**src/rtl/sar_cfg_pkg.sv**
```systemverilog
`timescale 1ns/1ps
package sar_cfg_pkg;
    localparam int REG_W    = 8;
    localparam int FRAME_W  = 2 * REG_W;
    localparam logic [REG_W-1:0] OP_WRITE = 8'h14;
    localparam logic [REG_W-1:0] OP_READ  = 8'h54;
    localparam logic [REG_W-1:0] BOOT_VAL = 8'hE1;
    localparam int HIZ_BIT  = 2;
    localparam int SPAN_BIT = 3;

    typedef enum logic [2:0] {
        ST_BOOT,
        ST_BOOT_WAIT,
        ST_IDLE,
        ST_WR,
        ST_RD,
        ST_MOD_RD,
        ST_MOD_LAUNCH,
        ST_MOD_WR
    } state_e;
endpackage

```
**src/rtl/sar_cfg_divider.sv**
```systemverilog
`timescale 1ns/1ps
module sar_cfg_divider #(
    parameter int DIV = 4
) (
    input  logic clk,
    input  logic rst_n,
    input  logic en,
    output logic tick
);
    localparam int CW = (DIV > 1) ? $clog2(DIV) : 1;
    localparam logic [CW-1:0] LAST = CW'(DIV - 1);

    logic [CW-1:0] cnt;

    always_ff @(posedge clk or negedge rst_n) begin
        if (!rst_n) begin
            cnt <= '0;
        end else if (!en || cnt == LAST) begin
            cnt <= '0;
        end else begin
            cnt <= cnt + 1'b1;
        end
    end

    assign tick = en && (cnt == LAST);
endmodule

```
**src/rtl/sar_cfg_shifter.sv**
```systemverilog
`timescale 1ns/1ps
module sar_cfg_shifter
    import sar_cfg_pkg::*;
#(
    parameter int SCK_DIV = 4
) (
    input  logic               clk,
    input  logic               rst_n,
    input  logic               go,
    input  logic [FRAME_W-1:0] word,
    input  logic               miso,
    output logic               fr_end,
    output logic [REG_W-1:0]   rx_byte,
    output logic               sck,
    output logic               cs_n,
    output logic               mosi
);
    localparam int BW = $clog2(FRAME_W);
    localparam logic [BW-1:0] LAST_BIT = BW'(FRAME_W - 1);

    logic               active;
    logic               tick;
    logic [FRAME_W-1:0] sh;
    logic [BW-1:0]      nbits;

    sar_cfg_divider #(.DIV(SCK_DIV)) u_div (
        .clk  (clk),
        .rst_n(rst_n),
        .en   (active),
        .tick (tick)
    );

    always_ff @(posedge clk or negedge rst_n) begin
        if (!rst_n) begin
            active  <= 1'b0;
            sck     <= 1'b0;
            sh      <= '1;
            nbits   <= '0;
            rx_byte <= '0;
            fr_end  <= 1'b0;
        end else begin
            fr_end <= 1'b0;
            if (!active && go) begin
                active <= 1'b1;
                sh     <= word;
                sck    <= 1'b0;
                nbits  <= '0;
            end else if (active && tick) begin
                if (!sck) begin
                    sck     <= 1'b1;
                    rx_byte <= {rx_byte[REG_W-2:0], miso};
                end else begin
                    sck <= 1'b0;
                    sh  <= {sh[FRAME_W-2:0], 1'b1};
                    if (nbits == LAST_BIT) begin
                        active <= 1'b0;
                        fr_end <= 1'b1;
                    end else begin
                        nbits <= nbits + 1'b1;
                    end
                end
            end
        end
    end

    assign cs_n = !active;
    assign mosi = active ? sh[FRAME_W-1] : 1'b1;
endmodule

```
**src/rtl/sar_cfg_engine.sv**
```systemverilog
`timescale 1ns/1ps
module sar_cfg_engine
    import sar_cfg_pkg::*;
#(
    parameter int SCK_DIV = 4
) (
    input  logic             clk,
    input  logic             rst_n,
    input  logic             hiz_sel,
    input  logic             rd_req,
    input  logic             wr_req,
    input  logic [REG_W-1:0] wr_data,
    input  logic             span_req,
    input  logic             span_val,
    output logic             busy,
    output logic             done,
    output logic [REG_W-1:0] rd_data,
    output logic [REG_W-1:0] shadow,
    output logic             sck,
    output logic             cs_n,
    output logic             mosi,
    input  logic             miso
);
    state_e             st, nxt;
    logic               go;
    logic [FRAME_W-1:0] word;
    logic               fr_end;
    logic [REG_W-1:0]   rx_byte;
    logic [REG_W-1:0]   boot_val;
    logic [REG_W-1:0]   mod_val;
    logic [REG_W-1:0]   last_tx;
    logic               span_hold;

    sar_cfg_shifter #(.SCK_DIV(SCK_DIV)) u_shift (
        .clk    (clk),
        .rst_n  (rst_n),
        .go     (go),
        .word   (word),
        .miso   (miso),
        .fr_end (fr_end),
        .rx_byte(rx_byte),
        .sck    (sck),
        .cs_n   (cs_n),
        .mosi   (mosi)
    );

    always_comb begin
        boot_val          = BOOT_VAL;
        boot_val[HIZ_BIT] = hiz_sel;
        mod_val           = rx_byte;
        mod_val[SPAN_BIT] = span_hold;
    end

    // state register
    always_ff @(posedge clk or negedge rst_n) begin
        if (!rst_n) st <= ST_BOOT;
        else        st <= nxt;
    end

    // next state and frame launch
    always_comb begin
        nxt  = st;
        go   = 1'b0;
        word = '1;
        unique case (st)
            ST_BOOT: begin
                go   = 1'b1;
                word = {OP_WRITE, boot_val};
                nxt  = ST_BOOT_WAIT;
            end
            ST_BOOT_WAIT: if (fr_end) nxt = ST_IDLE;
            ST_IDLE: begin
                if (span_req) begin
                    go   = 1'b1;
                    word = {OP_READ, {REG_W{1'b1}}};
                    nxt  = ST_MOD_RD;
                end else if (wr_req) begin
                    go   = 1'b1;
                    word = {OP_WRITE, wr_data};
                    nxt  = ST_WR;
                end else if (rd_req) begin
                    go   = 1'b1;
                    word = {OP_READ, {REG_W{1'b1}}};
                    nxt  = ST_RD;
                end
            end
            ST_WR:     if (fr_end) nxt = ST_IDLE;
            ST_RD:     if (fr_end) nxt = ST_IDLE;
            ST_MOD_RD: if (fr_end) nxt = ST_MOD_LAUNCH;
            ST_MOD_LAUNCH: begin
                go   = 1'b1;
                word = {OP_WRITE, mod_val};
                nxt  = ST_MOD_WR;
            end
            ST_MOD_WR: if (fr_end) nxt = ST_IDLE;
            default:   nxt = ST_IDLE;
        endcase
    end

    // outputs and data holding
    always_ff @(posedge clk or negedge rst_n) begin
        if (!rst_n) begin
            done      <= 1'b0;
            rd_data   <= '0;
            shadow    <= '0;
            last_tx   <= '0;
            span_hold <= 1'b0;
        end else begin
            done <= fr_end && (st == ST_WR || st == ST_RD || st == ST_MOD_WR);
            if (go) last_tx <= word[REG_W-1:0];
            if (st == ST_IDLE && span_req) span_hold <= span_val;
            if (fr_end) begin
                unique case (st)
                    ST_RD, ST_MOD_RD: begin
                        rd_data <= rx_byte;
                        shadow  <= rx_byte;
                    end
                    ST_WR, ST_MOD_WR, ST_BOOT_WAIT: shadow <= last_tx;
                    default: ;
                endcase
            end
        end
    end

    assign busy = (st != ST_IDLE);
endmodule

```
**config.mk**
```make
export PLATFORM = sky130hd
export DESIGN_NAME = sar_cfg_engine
export DESIGN_NICKNAME = d
export VERILOG_FILES = /design/src/rtl/sar_cfg_pkg.sv /design/src/rtl/sar_cfg_divider.sv /design/src/rtl/sar_cfg_shifter.sv /design/src/rtl/sar_cfg_engine.sv
export SDC_FILE = /design/constraint.sdc
export NUM_CORES = 1
export LEC_CHECK = 0
export ABC_AREA = 1
export CORE_MARGIN = 1
export CORE_UTILIZATION = 45
export CTS_CLUSTER_SIZE = 30
export DETAILED_ROUTE_END_ITERATION = 10
export PLACE_DENSITY = 0.69
export SLEW_MARGIN = 25
export SYNTH_ARGS = -nofsm -noshare
export SYNTH_HDL_FRONTEND = slang
export SYNTH_SLANG_ARGS = --single-unit
```
**constraint.sdc**
```tcl
create_clock -name clk -period 3.9 [get_ports clk]
set_input_delay 0.975 -clock clk [delete_from_list [all_inputs] [get_ports clk]]
set_output_delay 0.975 -clock clk [all_outputs]
set_load 0.05 [all_outputs]
```
==> impl_summary.log <==
[metrics] met3 layer usage reported by global route: 6.86%
[metrics] count of port buffers added during placement: 36
[metrics] overall power: approximately 2.5 mW
[metrics] overall overflow remaining after global route: 0
[metrics] hold buffer count at CTS: 0
[metrics] arrival time at the worst endpoint: roughly 1.9 ns
[metrics] standard cell core area: 6350 um^2
[metrics] required time of the worst setup path: slightly below 3 ns
[metrics] largest family of logic cells by synthesized area: simple AND/OR/NAND/NOR gates
[metrics] maximum number of pins on one net before global-route repair: 47
[metrics] TritonCTS clock tree: built
[metrics] clock-pin slew of the registers on the worst-case setup and hold paths: around 0.060 ns
[metrics] wire length of the first global-routing pass: around 11 mm
[metrics] Post-Synth Simple-Gate Area: approximately 29%
[metrics] synthesized area: between 2000 and 3000 um^2
[metrics] headroom to the max-slew limit: about three fifths
[metrics] gr busiest metal: met2
[metrics] max-cap viol count: 0
[metrics] static leakage: around 1.6 nW
[metrics] category of the critical setup timing path: register to output pin
[metrics] Worst Setup Start Kind: register
[metrics] delay of the slowest critical-path stage: between 0.8 and 0.9 ns
[metrics] final weighted congestion in routability-driven placement: roughly 0.89
[metrics] number of buffers inserted to repair setup after CTS: 0
[metrics] Inserted Diodes: 0
[metrics] share of the core filled with cells: a little under three fifths
[metrics] Via density: about 5.0
[metrics] most frequent standard cell in the layout excluding fill and tap cells: nand2_1
[metrics] vias in the first global route: ~2.2k
[metrics] area overhead of the layout relative to synthesis: 19.4%
[metrics] fraction of the cycle the final worst path needs: between 70% and 80%
[metrics] fraction of met2 tracks used by global routing: between 20 and 30%
[metrics] detailed-route DRC error count: 0
[metrics] Compound-Gate Fraction of Synth Area: 8.32%
[metrics] top flip-flop cell by instance count after synthesis: dfrtp_1
[metrics] final instance count without filler cells: around 460
[metrics] number of slew-limit violations in the final report: 0
[metrics] Die H: a little over 80 um
[metrics] slowest cell on the critical path: clkdlybuf4s50_1
[metrics] sort of element at the end of the critical path: output pin
[metrics] cell area power density: about 700 nW/um^2
[metrics] share of cell area taken by muxes after synthesis: under 10%
[metrics] measured slew at the worst slew-check pin: approximately 0.58 ns
[metrics] clock sink total: 62
[metrics] Final HPWL DP: approximately 4.3 mm
[metrics] xor and xnor fraction of the mapped netlist area: less than 1%
[metrics] total cell area at the placement stage: between 3000 and 4000 um^2
[metrics] number of levels the H-tree was split into: 3
[metrics] RSZ-0062 raised after global routing: false
[metrics] clock root cell: clkbuf_8
[metrics] met1 Usage GRT: 27.9%
[metrics] TritonCTS Buffers: 9
[metrics] final worst clock skew: ~0.007 ns
[metrics] peak fanout along the critical path: 10
[metrics] post-synthesis net count: around 360
[metrics] maximum count of clock buffers along a single path: 2
[metrics] Avg Synthesized Cell Area: roughly 8.6 um^2
[metrics] count of endpoints failing setup in the final report: 0
[metrics] count of distinct cell types in the synthesized netlist: 37
[metrics] die outline area: 6910 um^2
[metrics] arithmetic-cell share of the synthesized area counting full adders, half adders and majority gates: less than 1%
[metrics] DR iter-0 viols: slightly below 90
[metrics] routed wirelength normalized by instance count: 13.0 um
[metrics] worst-case setup margin in the final layout: between 1 and 1.5 ns
[metrics] Cells after DPL: 448
[metrics] minimum clock period: about 2.9 ns
[metrics] Die Span X: roughly 83 um
[metrics] highest-count cells in the layout ignoring fill and taps: nand2_1 (90), dfrtp_1 (46), clkdlybuf4s50_1 (35), nand3_1 (33), nor2_1 (32)
[metrics] sequential element share of the synthesized area: 53.1%
[metrics] initial core utilization: between 40% and 50%
[metrics] ratio of cells with drive above 1 in the final layout: around 16%
[metrics] post-route design area: 3540 um^2
[metrics] # rows: 29
[metrics] Vias: about 2.3k
[metrics] hold crit path type: register to register
[metrics] ordered cell list for the critical path: nor2_4 > nand2_2 > clkdlybuf4s50_1
[metrics] number of storage elements in the synthesis netlist: between 60 and 70
[metrics] Final #Nets: 400
[metrics] setup total negative slack: 0 ns
[metrics] setup slack at placement: about 1.4 ns
[metrics] count of mapped cells out of synthesis: about 350
[metrics] later-pin clock latency in the skew report: approximately 0.34 ns
[metrics] initial antenna violation count: 0
[metrics] status: completed
[metrics] TritonRoute pass-1 iters: 4
[metrics] number of synthesis warnings: 0
[metrics] Hold Slack: 0.442 ns
[metrics] sum of routed wire length over all layers: between 6 and 7 mm
[metrics] number of cells upsized or downsized after cts: 0
[metrics] EDFF count, synth: 0
[metrics] I/O pin total: 37
[metrics] proportion of synthesized flip-flops having asynchronous set or reset: between 90% and 100%
[metrics] final hold violation count: 0
[metrics] maximum vdd drop: 0.381 mV
[metrics] post-detailed-route count of antenna-violating nets: 0
[metrics] total global routing track utilization: approximately 20%
[metrics] achievable clock frequency: ~350 MHz
synthesized netlist by cell type, types with 3 or more instances:
library cell  count  area share, %
nand2_1          90             11
o21ai_0          24            4.1
nand2_2           4           0.84
or2_2             3           0.63
or2_0             3           0.63
buf_6             5            1.9
nor2_1           32            4.1
nand3b_1          3           0.76
dfstp_2          16             14
dfrtp_1          46             39
o21ai_1           8            1.4
nor2_2            5            1.1
inv_1            27            3.4
a31oi_1           8            1.7
nand3_1          33            5.6
inv_2             9            1.1
logic make-up (layout without fill, tap and decap cells):
logic type | Yosys count | in the layout
mux | 3 | 3
simple gates | 184 | 184
compound gates | 45 | 45
xor+xnor | 1 | 1
fa+ha+maj | 2 | 2
buf+inv | 48 | 90
flops | 62 | 62
critical path, delay by kind of cell (launching register included):
family	cells	cell delay, ns
AND/OR/NAND/NOR	2	0.17
flip-flops	1	0.58
buffers and inverters	1	0.82
sequential cells by signal (all words and copies together) (netlist names), 2 cells and up:
| register | cells |
|---|---|
| u_shift.u_div.cnt | 2 |
| shadow | 8 |
| rd_data | 8 |
| u_shift.rx_byte | 8 |
| u_shift.nbits | 4 |
| st | 3 |
| u_shift.sh | 16 |
| last_tx | 8 |
worst paths after layout:
path / start / endpoint / slack [ns] / cells past startpoint
worst max-delay path: st[2]$_DFFE_PN0P_ / busy / 1.03 / 3
worst min-delay path: u_shift.u_div.cnt[0]$_DFF_PN0_ / u_shift.u_div.cnt[0]$_DFF_PN0_ / 0.44 / 1
worst max register to register: st[0]$_DFFE_PN0P_ / u_shift.sh[7]$_DFFE_PN1P_ / 2.08 / 9
worst min register to register: u_shift.u_div.cnt[0]$_DFF_PN0_ / u_shift.u_div.cnt[0]$_DFF_PN0_ / 0.44 / 1
max in group asynchronous: rst_n / u_shift.sh[15]$_DFFE_PN1P_ / 2.56 / 2
min in group asynchronous: rst_n / shadow[6]$_DFFE_PN0P_ / 0.64 / 1
cell type report:
class,count,area (um^2)
Clock buffer,13,159
Clock inverter,3,42.5
Fill cell,565,2810
Inverter,37,144
Multi-Input combinational cell,235,1160
Sequential cell,62,1570
Tap cell,77,96.3
Timing Repair Buffer,37,365
power by group:
part | switching, mW | total (mW) | internal, mW
clock | 0.236 | 0.565 | 0.329
combinational | 0.529 | 0.822 | 0.293
sequential | 0.168 | 1.08 | 0.907
total | 0.932 | 2.46 | 1.53
routing by layer:
| metal | wire [um] | vias up |
|---|---|---|
| met3 | 334 | 6 |
| li1 | - | 1181 |
| met1 | 3060 | 1053 |
| met5 | 0 | - |
| met2 | 2580 | 58 |
| met4 | 68 | 0 |
Note: power is estimated with default switching activity, not from simulation.
